File: config.mk
export PLATFORM = sky130hd
export DESIGN_NAME = cpu_bus_handover
export DESIGN_NICKNAME = d
export VERILOG_FILES = /design/src/rtl/bho_pkg.sv /design/src/rtl/bho_sync.sv /design/src/rtl/bho_settle_timer.sv /design/src/rtl/bho_fsm.sv /design/src/rtl/cpu_bus_handover.sv
export SDC_FILE = /design/constraint.sdc
export NUM_CORES = 1
export LEC_CHECK = 0
export ABC_AREA = 1
export CAP_MARGIN = 0
export CELL_PAD_IN_SITES_DETAIL_PLACEMENT = 2
export CELL_PAD_IN_SITES_GLOBAL_PLACEMENT = 2
export CORE_UTILIZATION = 26
export DETAILED_ROUTE_END_ITERATION = 8
export GPL_TIMING_DRIVEN = 0
export PLACE_DENSITY_LB_ADDON = 0.2
export SLEW_MARGIN = 20
export SYNTH_ARGS = -nofsm -noshare
export SYNTH_HDL_FRONTEND = slang
export SYNTH_SLANG_ARGS = --single-unit
export TNS_END_PERCENT = 100
File: constraint.sdc
create_clock -name clk -period 1.35 [get_ports clk]
set_input_delay 0.405 -clock clk [delete_from_list [all_inputs] [get_ports clk]]
set_output_delay 0.405 -clock clk [all_outputs]
set_load 0.01 [all_outputs]
File: src/rtl/bho_pkg.sv
package bho_pkg;

    typedef enum logic [2:0] {
        HS_IDLE      = 3'd0,
        HS_WAIT_BNDY = 3'd1,
        HS_HALT      = 3'd2,
        HS_FLOAT     = 3'd3,
        HS_GRANTED   = 3'd4,
        HS_RESTORE   = 3'd5,
        HS_RELEASE   = 3'd6
    } hs_state_e;

    typedef enum logic [1:0] {
        POL_NOW    = 2'd0,
        POL_FETCH  = 2'd1,
        POL_UNLOCK = 2'd2,
        POL_BOTH   = 2'd3
    } policy_e;

    typedef struct packed {
        logic rdy;
        logic be;
        logic done;
    } cpu_ctrl_t;

    // Synchroniser bundle layout
    localparam int SB_REQ   = 0;
    localparam int SB_FETCH = 1;
    localparam int SB_LOCKN = 2;
    localparam int SB_PHI2  = 3;
    localparam int SB_W     = 4;
    localparam logic [SB_W-1:0] SB_RESET = 4'b0100;

    function automatic logic boundary_ok(policy_e pol, logic fetch, logic lock_n);
        case (pol)
            POL_NOW:    return 1'b1;
            POL_FETCH:  return fetch;
            POL_UNLOCK: return lock_n;
            default:    return fetch & lock_n;
        endcase
    endfunction

    function automatic cpu_ctrl_t decode_ctrl(hs_state_e st);
        cpu_ctrl_t c;
        c.rdy  = !(st inside {HS_HALT, HS_FLOAT, HS_GRANTED, HS_RESTORE});
        c.be   = !(st inside {HS_FLOAT, HS_GRANTED});
        c.done = (st == HS_RELEASE);
        return c;
    endfunction

endpackage

File: src/rtl/bho_sync.sv
module bho_sync #(
    parameter int               W       = 4,
    parameter logic [W-1:0]     RST_VAL = '0
) (
    input  logic         clk,
    input  logic         rst,
    input  logic [W-1:0] d_async,
    output logic [W-1:0] q_sync
);
    logic [W-1:0] stage1;

    always_ff @(posedge clk) begin
        if (rst) begin
            stage1 <= RST_VAL;
            q_sync <= RST_VAL;
        end else begin
            stage1 <= d_async;
            q_sync <= stage1;
        end
    end
endmodule

File: src/rtl/bho_settle_timer.sv
module bho_settle_timer #(
    parameter int SETTLE = 4
) (
    input  logic clk,
    input  logic rst,
    input  logic run,
    output logic expired
);
    localparam int CW = (SETTLE < 2) ? 1 : $clog2(SETTLE);
    localparam logic [CW-1:0] LAST = CW'(SETTLE - 1);

    logic [CW-1:0] cnt;

    always_ff @(posedge clk) begin
        if (rst || !run) begin
            cnt <= '0;
        end else if (cnt != LAST) begin
            cnt <= cnt + 1'b1;
        end
    end

    assign expired = run && (cnt == LAST);
endmodule

File: src/rtl/bho_fsm.sv
module bho_fsm
    import bho_pkg::*;
(
    input  logic      clk,
    input  logic      rst,
    input  policy_e   policy,
    input  logic      req_s,
    input  logic      fetch_s,
    input  logic      lock_n_s,
    input  logic      phi2_s,
    input  logic      settle_done,
    output logic      in_float,
    output logic      rdy,
    output logic      be,
    output logic      grant,
    output logic      done
);
    hs_state_e st, st_nxt;
    cpu_ctrl_t ctrl;

    always_comb begin
        st_nxt = st;
        case (st)
            HS_IDLE:      if (req_s) st_nxt = HS_WAIT_BNDY;
            HS_WAIT_BNDY: begin
                if (!req_s) st_nxt = HS_IDLE;
                else if (boundary_ok(policy, fetch_s, lock_n_s)) st_nxt = HS_HALT;
            end
            HS_HALT: begin
                if (!req_s) st_nxt = HS_RELEASE;
                else if (phi2_s) st_nxt = HS_FLOAT;
            end
            HS_FLOAT:     if (settle_done) st_nxt = HS_GRANTED;
            HS_GRANTED:   if (!req_s) st_nxt = HS_RESTORE;
            HS_RESTORE:   st_nxt = HS_RELEASE;
            HS_RELEASE:   st_nxt = HS_IDLE;
            default:      st_nxt = HS_IDLE;
        endcase
    end

    always_ff @(posedge clk) begin
        if (rst) st <= HS_IDLE;
        else     st <= st_nxt;
    end

    assign ctrl     = decode_ctrl(st);
    assign rdy      = ctrl.rdy;
    assign be       = ctrl.be;
    assign done     = ctrl.done;
    assign grant    = (st == HS_GRANTED) && req_s;
    assign in_float = (st == HS_FLOAT);
endmodule

File: src/rtl/cpu_bus_handover.sv
module cpu_bus_handover
    import bho_pkg::*;
#(
    parameter int SETTLE_CYCLES = 4
) (
    input  logic       clk,
    input  logic       rst,
    input  logic       dma_req,
    input  logic [1:0] arb_mode,
    input  logic       cpu_fetch,
    input  logic       cpu_lock_n,
    input  logic       cpu_phi2,
    output logic       cpu_rdy,
    output logic       cpu_be,
    output logic       dma_grant,
    output logic       handover_done
);
    logic [SB_W-1:0] raw_bus, syn_bus;
    logic            in_float, settle_done;

    assign raw_bus[SB_REQ]   = dma_req;
    assign raw_bus[SB_FETCH] = cpu_fetch;
    assign raw_bus[SB_LOCKN] = cpu_lock_n;
    assign raw_bus[SB_PHI2]  = cpu_phi2;

    bho_sync #(.W(SB_W), .RST_VAL(SB_RESET)) u_sync (
        .clk     (clk),
        .rst     (rst),
        .d_async (raw_bus),
        .q_sync  (syn_bus)
    );

    bho_settle_timer #(.SETTLE(SETTLE_CYCLES)) u_timer (
        .clk     (clk),
        .rst     (rst),
        .run     (in_float),
        .expired (settle_done)
    );

    bho_fsm u_fsm (
        .clk         (clk),
        .rst         (rst),
        .policy      (policy_e'(arb_mode)),
        .req_s       (syn_bus[SB_REQ]),
        .fetch_s     (syn_bus[SB_FETCH]),
        .lock_n_s    (syn_bus[SB_LOCKN]),
        .phi2_s      (syn_bus[SB_PHI2]),
        .settle_done (settle_done),
        .in_float    (in_float),
        .rdy         (cpu_rdy),
        .be          (cpu_be),
        .grant       (dma_grant),
        .done        (handover_done)
    );
endmodule

After elaboration in Yosys (flattened, before gate mapping) --
Cells that the tools add are included.
Operators by class: equality and inequality tests 15, add/sub/neg operators 1, bitwise logic cells 1, muxes and demuxes 11, reduce and logical (&&, ||, !) cells 11
Operator list (number):
- $mux 3 | 7
- $pmux 3 s6 | 1
- $eq 3x3->1 const B | 3
- $ne 2x2->1 const B | 4
- $eq 3x2->1 const B | 2
- $reduce_and 5->1 | 1
- $eq 2x2->1 const B | 2
- $reduce_bool 4->1 | 1
- $eq 3x1->1 const B | 1
- $logic_not 1->1 | 3
- $logic_not 3->1 | 1
- $ne 3x2->1 const B | 1
- $ne 3x3->1 const B | 1
- $pmux 1 s3 | 1
- $add 2x1->2 const B | 1
- $eq 2x1->1 const B | 1
- $logic_and 1x1->1 | 2
- $logic_not 2->1 | 1
- $mux 1 | 2
- $reduce_bool 2->1 | 1
- $and 1x1->1 | 1
- $logic_or 1x1->1 | 1
Storage, ports and cells: word-level logic and storage cells 43, register bits 13, input port bits 8, output and inout port bits 4

Logic depth before layout (Yosys ltp) --
depth after elaboration 7, gate-level depth with buffers 9

Cells and area by module --
A second synthesis with hierarchy kept.
Second synthesis, totals: cells, all modules 107, area total of the unflattened synthesis 693.2 µm²
Modules (own cells, without submodules):
- bho_fsm | instances 1, area each 364.1 µm², cells each 66, sequential area each 60.1 µm²
- bho_sync | instances 1, area each 224.0 µm², cells each 25, sequential area each 160.2 µm²
- bho_settle_timer | instances 1, area each 105.1 µm², cells each 16, sequential area each 40.0 µm²

Least setup slack after synthesis --
OpenSTA, ideal clock, no wires.
kind flip-flop to output port, start reg u_fsm.st[2], end out cpu_rdy, cell stages (with the launch flop) 5, path buffers 0, data required time 0.945 ns, arrival time 0.827 ns, path slack 0.118 ns, cells stage by stage dfxtp_1 inv_2 nand3_1 nand2_1 nor2_1
On the way: cells in the longest elaborated chain, start to end 3
RTL lines:
- start: declaration | RTL line bho_fsm.sv:18 | hs_state_e st, st_nxt;
- start signal: assignment | RTL line bho_fsm.sv:43 | else st <= st_nxt;
- $eq 3x2->1 or $eq 3x3->1 (tied branches) | RTL line bho_pkg.sv:45 | c.rdy = !(st inside {HS_HALT, HS_FLOAT, HS_GRANTED, HS_RESTORE});
- $reduce_bool 4->1 * | RTL line bho_pkg.sv:45
- $logic_not 1->1 * | RTL line bho_pkg.sv:45
- end: declaration | RTL line cpu_bus_handover.sv:13 | output logic cpu_rdy,
Mark *: on every way between the ends. The rest lies on a longest branch, timed or not.

Worst setup path in the final report --
start reg u_fsm.st[0], end out cpu_be
On the way: cells in the longest elaborated chain, start to end 3
RTL lines:
- $eq 3x2->1 or $eq 3x3->1 (tied branches) | RTL line bho_pkg.sv:46 | c.be = !(st inside {HS_FLOAT, HS_GRANTED});
- $reduce_bool 2->1 * | RTL line bho_pkg.sv:46
- $logic_not 1->1 * | RTL line bho_pkg.sv:46
- end: declaration | RTL line cpu_bus_handover.sv:14 | output logic cpu_be,
Marked as above.

==> run_results.csv <==
group,metric,value,unit
grt,grt_pass1_wl,3.063,mm
finish,final_nets,123,
synthesis,syn_area_per_cell,6.875,um^2
synthesis,synth_seq_area_share,0.4070,
worst_setup_path,path_cells,"nor2_4 -> nand2_1 -> nand2_1 -> inv_1 -> buf_2",
finish,multi_input_area,327.8,um^2
sta,holdWs,0.4097,ns
clocking,cts_num_sinks,13,
run,drv_cap,0,
detailed_routing,drt_first_pass_iters,1,
finish,diodes,0,
detailed_routing,wl,1.754,mm
worst_setup_path,worstSetupEndpointType,"primary output",
finish,n_fill_cell,286,
worst_setup_path,path_common_cell,"nand2_1",
finish,fin_area,878.3,um^2
sta,rsz0062_at_grt,"yes",
worst_setup_path,crit_buf_inv,2,
clocking,cts_buffers,3,
worst_setup_path,cp_slowest_cell,"dfxtp_4",
finish,final-seq-area,271.5,um^2
worst_setup_path,start_kind,"flop",
detailed_routing,drc,0,
clocking,ctsHtreeMaxLevel,1,
floorplanning,die_w,51.59,um
sta,drv_slew,0,
detailed_routing,drt-initial-drc-count,0,
placement,routabilityCongestion,0.7910,
floorplanning,core,2255,um^2
floorplanning,start_util,0.2836,
sta,finalClockSkew,0.0005106,ns
clocking,clk_path_buf_depth,2,
sta,worstMarginPinSlew,0.4176,ns
worst_setup_path,crit_fanout,7,
synthesis,synthesis.nets,102,
detailed_routing,vias_per_cell,4.362,
worst_setup_path,crit_required,0.95,ns
finish,syn_to_final_growth,37.38,%
finish,mostFrequentLayoutCell,"inv_1",
power_and_ir_drop,p_per_area,1747,nW/um^2
sta,fin_crit_sh,1.148,
floorplanning,die_y,51.59,um
clocking,clk_latency,0.27,ns
run_status,outcome,"finished with violations",
finish,final_cell_mix,"inv_1, nor2_1, nand2_1",
grt,track_usage,0.1550,
sta,max_slew_margin,0.7216,
run_status,violations,"setup timing",
synthesis,yosys.area.top_type,"dfxtp_1",
sta,max_freq,645.5,MHz
floorplanning,die_area,2662,um^2
floorplanning,io_pins,12,
grt,antenna_found_initial,0,
clocking,cts.reportedPaths.clkPinSlew,0.08,ns
sta,setup_slack,-0.1992,ns
sta,final-setup-viol-count,4,
synthesis,netlist_instances,93,
sta,report.final.hold_viol_count,0,
power_and_ir_drop,vdd_ir_drop_max,0.0006497,V
worst_hold_path,holdCritPathClass,"reg -> reg",
floorplanning,rows,17,
clocking,cts_tree,"built",
sta,period_minus_slack,1.549,ns
detailed_routing,drtAntennaViolNets,0,
synthesis,synth_cell_types,20,
grt,grt_pass1_vias,680,
synthesis,netlist.area_leader.share,0.4070,
synthesis,ys_ff_latch,13,
worst_setup_path,critPathArrivalTime,1.14,ns
sta,setup_tns,-0.6192,ns
placement,dpl_cell_area,774.5,um^2
placement,portBuffers,10,
placement,dpl.hpwl,1.197,mm
power_and_ir_drop,finalPower,1.534,mW
detailed_routing,vias,615,
worst_setup_path,max_stage_delay,0.40,ns
worst_setup_path,cp_top_family,"flip-flops",
worst_setup_path,worstSetupPathType,"reg -> out",
grt,grt_max_degree,11,
grt,grt_overflow,0,
synthesis,yosys_warnings,0,
synthesis,synthTopCellsByArea,"dfxtp_1, inv_1, nor2_1",
clocking,clockRootBuffer,"clkbuf_4",
power_and_ir_drop,power_leakage,0.4198,nW
synthesis,synth_area,639.4,um^2
finish,drive_above_1_share,0.3097,
detailed_routing,wl_per_cell,12.44,um
## final cells by class
type                            count  area share
Multi-Input combinational cell     58      0.3732
Sequential cell                    13      0.3091
Timing Repair Buffer               17      0.1510
Inverter                           20     0.09117
Tap cell                           28     0.03989
Clock buffer                        3     0.02564
Clock inverter                      1    0.005698
Buffer                              1    0.004274
## cells in the mapped netlist, drive strengths merged
master	n
nor2	22
inv	19
nand2	16
dfxtp	13
nand3	11
a21oi	2
or2	2
a31oi	1
buf	1
clkbuf	1
clkinv	1
ha	1
nand4	1
nor3	1
xor2	1
## registers in the layout (all words and copies together), names as in the netlist
| register | cells |
|---|---|
| u_fsm.st | 3 |
| u_sync.q_sync | 4 |
| u_sync.stage1 | 4 |
| u_timer.cnt | 2 |
## metal layers
layer / track usage / up-vias / share of wire
li1: - / 317 / -
met1: 0.1915 / 288 / 0.45
met2: 0.2749 / 8 / 0.52
met3: 0.01754 / 2 / 0.021
met4: 0.05405 / 0 / 0.0051
met5: 0 / - / 0
## power by group
| part | switching (mW) | internal, mW | leakage [nW] | total, mW |
|---|---|---|---|---|
| Sequential | 0.100 | 0.453 | 0.109 | 0.553 |
| Combinational | 0.406 | 0.336 | 0.293 | 0.742 |
| Clock | 0.130 | 0.110 | 0.0177 | 0.239 |
## final timing paths
check	startpoint	to	slack [ns]	cells past startpoint
max	u_fsm.st[0]$_SDFFE_PP0P_	cpu_be	-0.20	5
min	u_sync.stage1[1]$_SDFF_PP0_	u_sync.q_sync[1]$_SDFF_PP0_	0.41	2
max reg2reg	u_fsm.st[0]$_SDFFE_PP0P_	u_fsm.st[0]$_SDFFE_PP0P_	0.05	8
min reg2reg	u_sync.stage1[1]$_SDFF_PP0_	u_sync.q_sync[1]$_SDFF_PP0_	0.41	2
## per-stage QoR
step / instances / utilization / setup WS, ns
after detailed placement: 131 / 0.3435 / -0.4578
after CTS: 142 / 0.3796 / -0.2273
after floorplan: 93 / - / 0.1180
after global placement: 131 / 0.3435 / -0.4494
after global routing: 141 / 0.3896 / -0.2620
final: 141 / 0.3896 / -0.1992
## worst reg2reg max path: cells and delay by family (launching register included)
kind / cells / cell delay, ns
AND/OR/NAND/NOR: 7 / 0.64
flip-flops: 1 / 0.43
buffers and inverters: 1 / 0.13
## cell families (layout without fill, tap and decap cells)
group,Yosys count,count (layout),share of synthesized area
compound gates,3,3,0.02545
xor+xnor,1,1,0.01370
fa+ha+maj,1,1,0.01957
buf+inv,22,42,0.1409
flops,13,13,0.4070
simple gates,53,53,0.3933
## what timing repair did
action,4_1_cts,5_1_grt
hold buffers,0,0
pin swaps,3,4
gates resized for setup,25,8
setup endpoints to repair,4,7
setup buffers,7,0
Power figures use the tool's default switching activity.
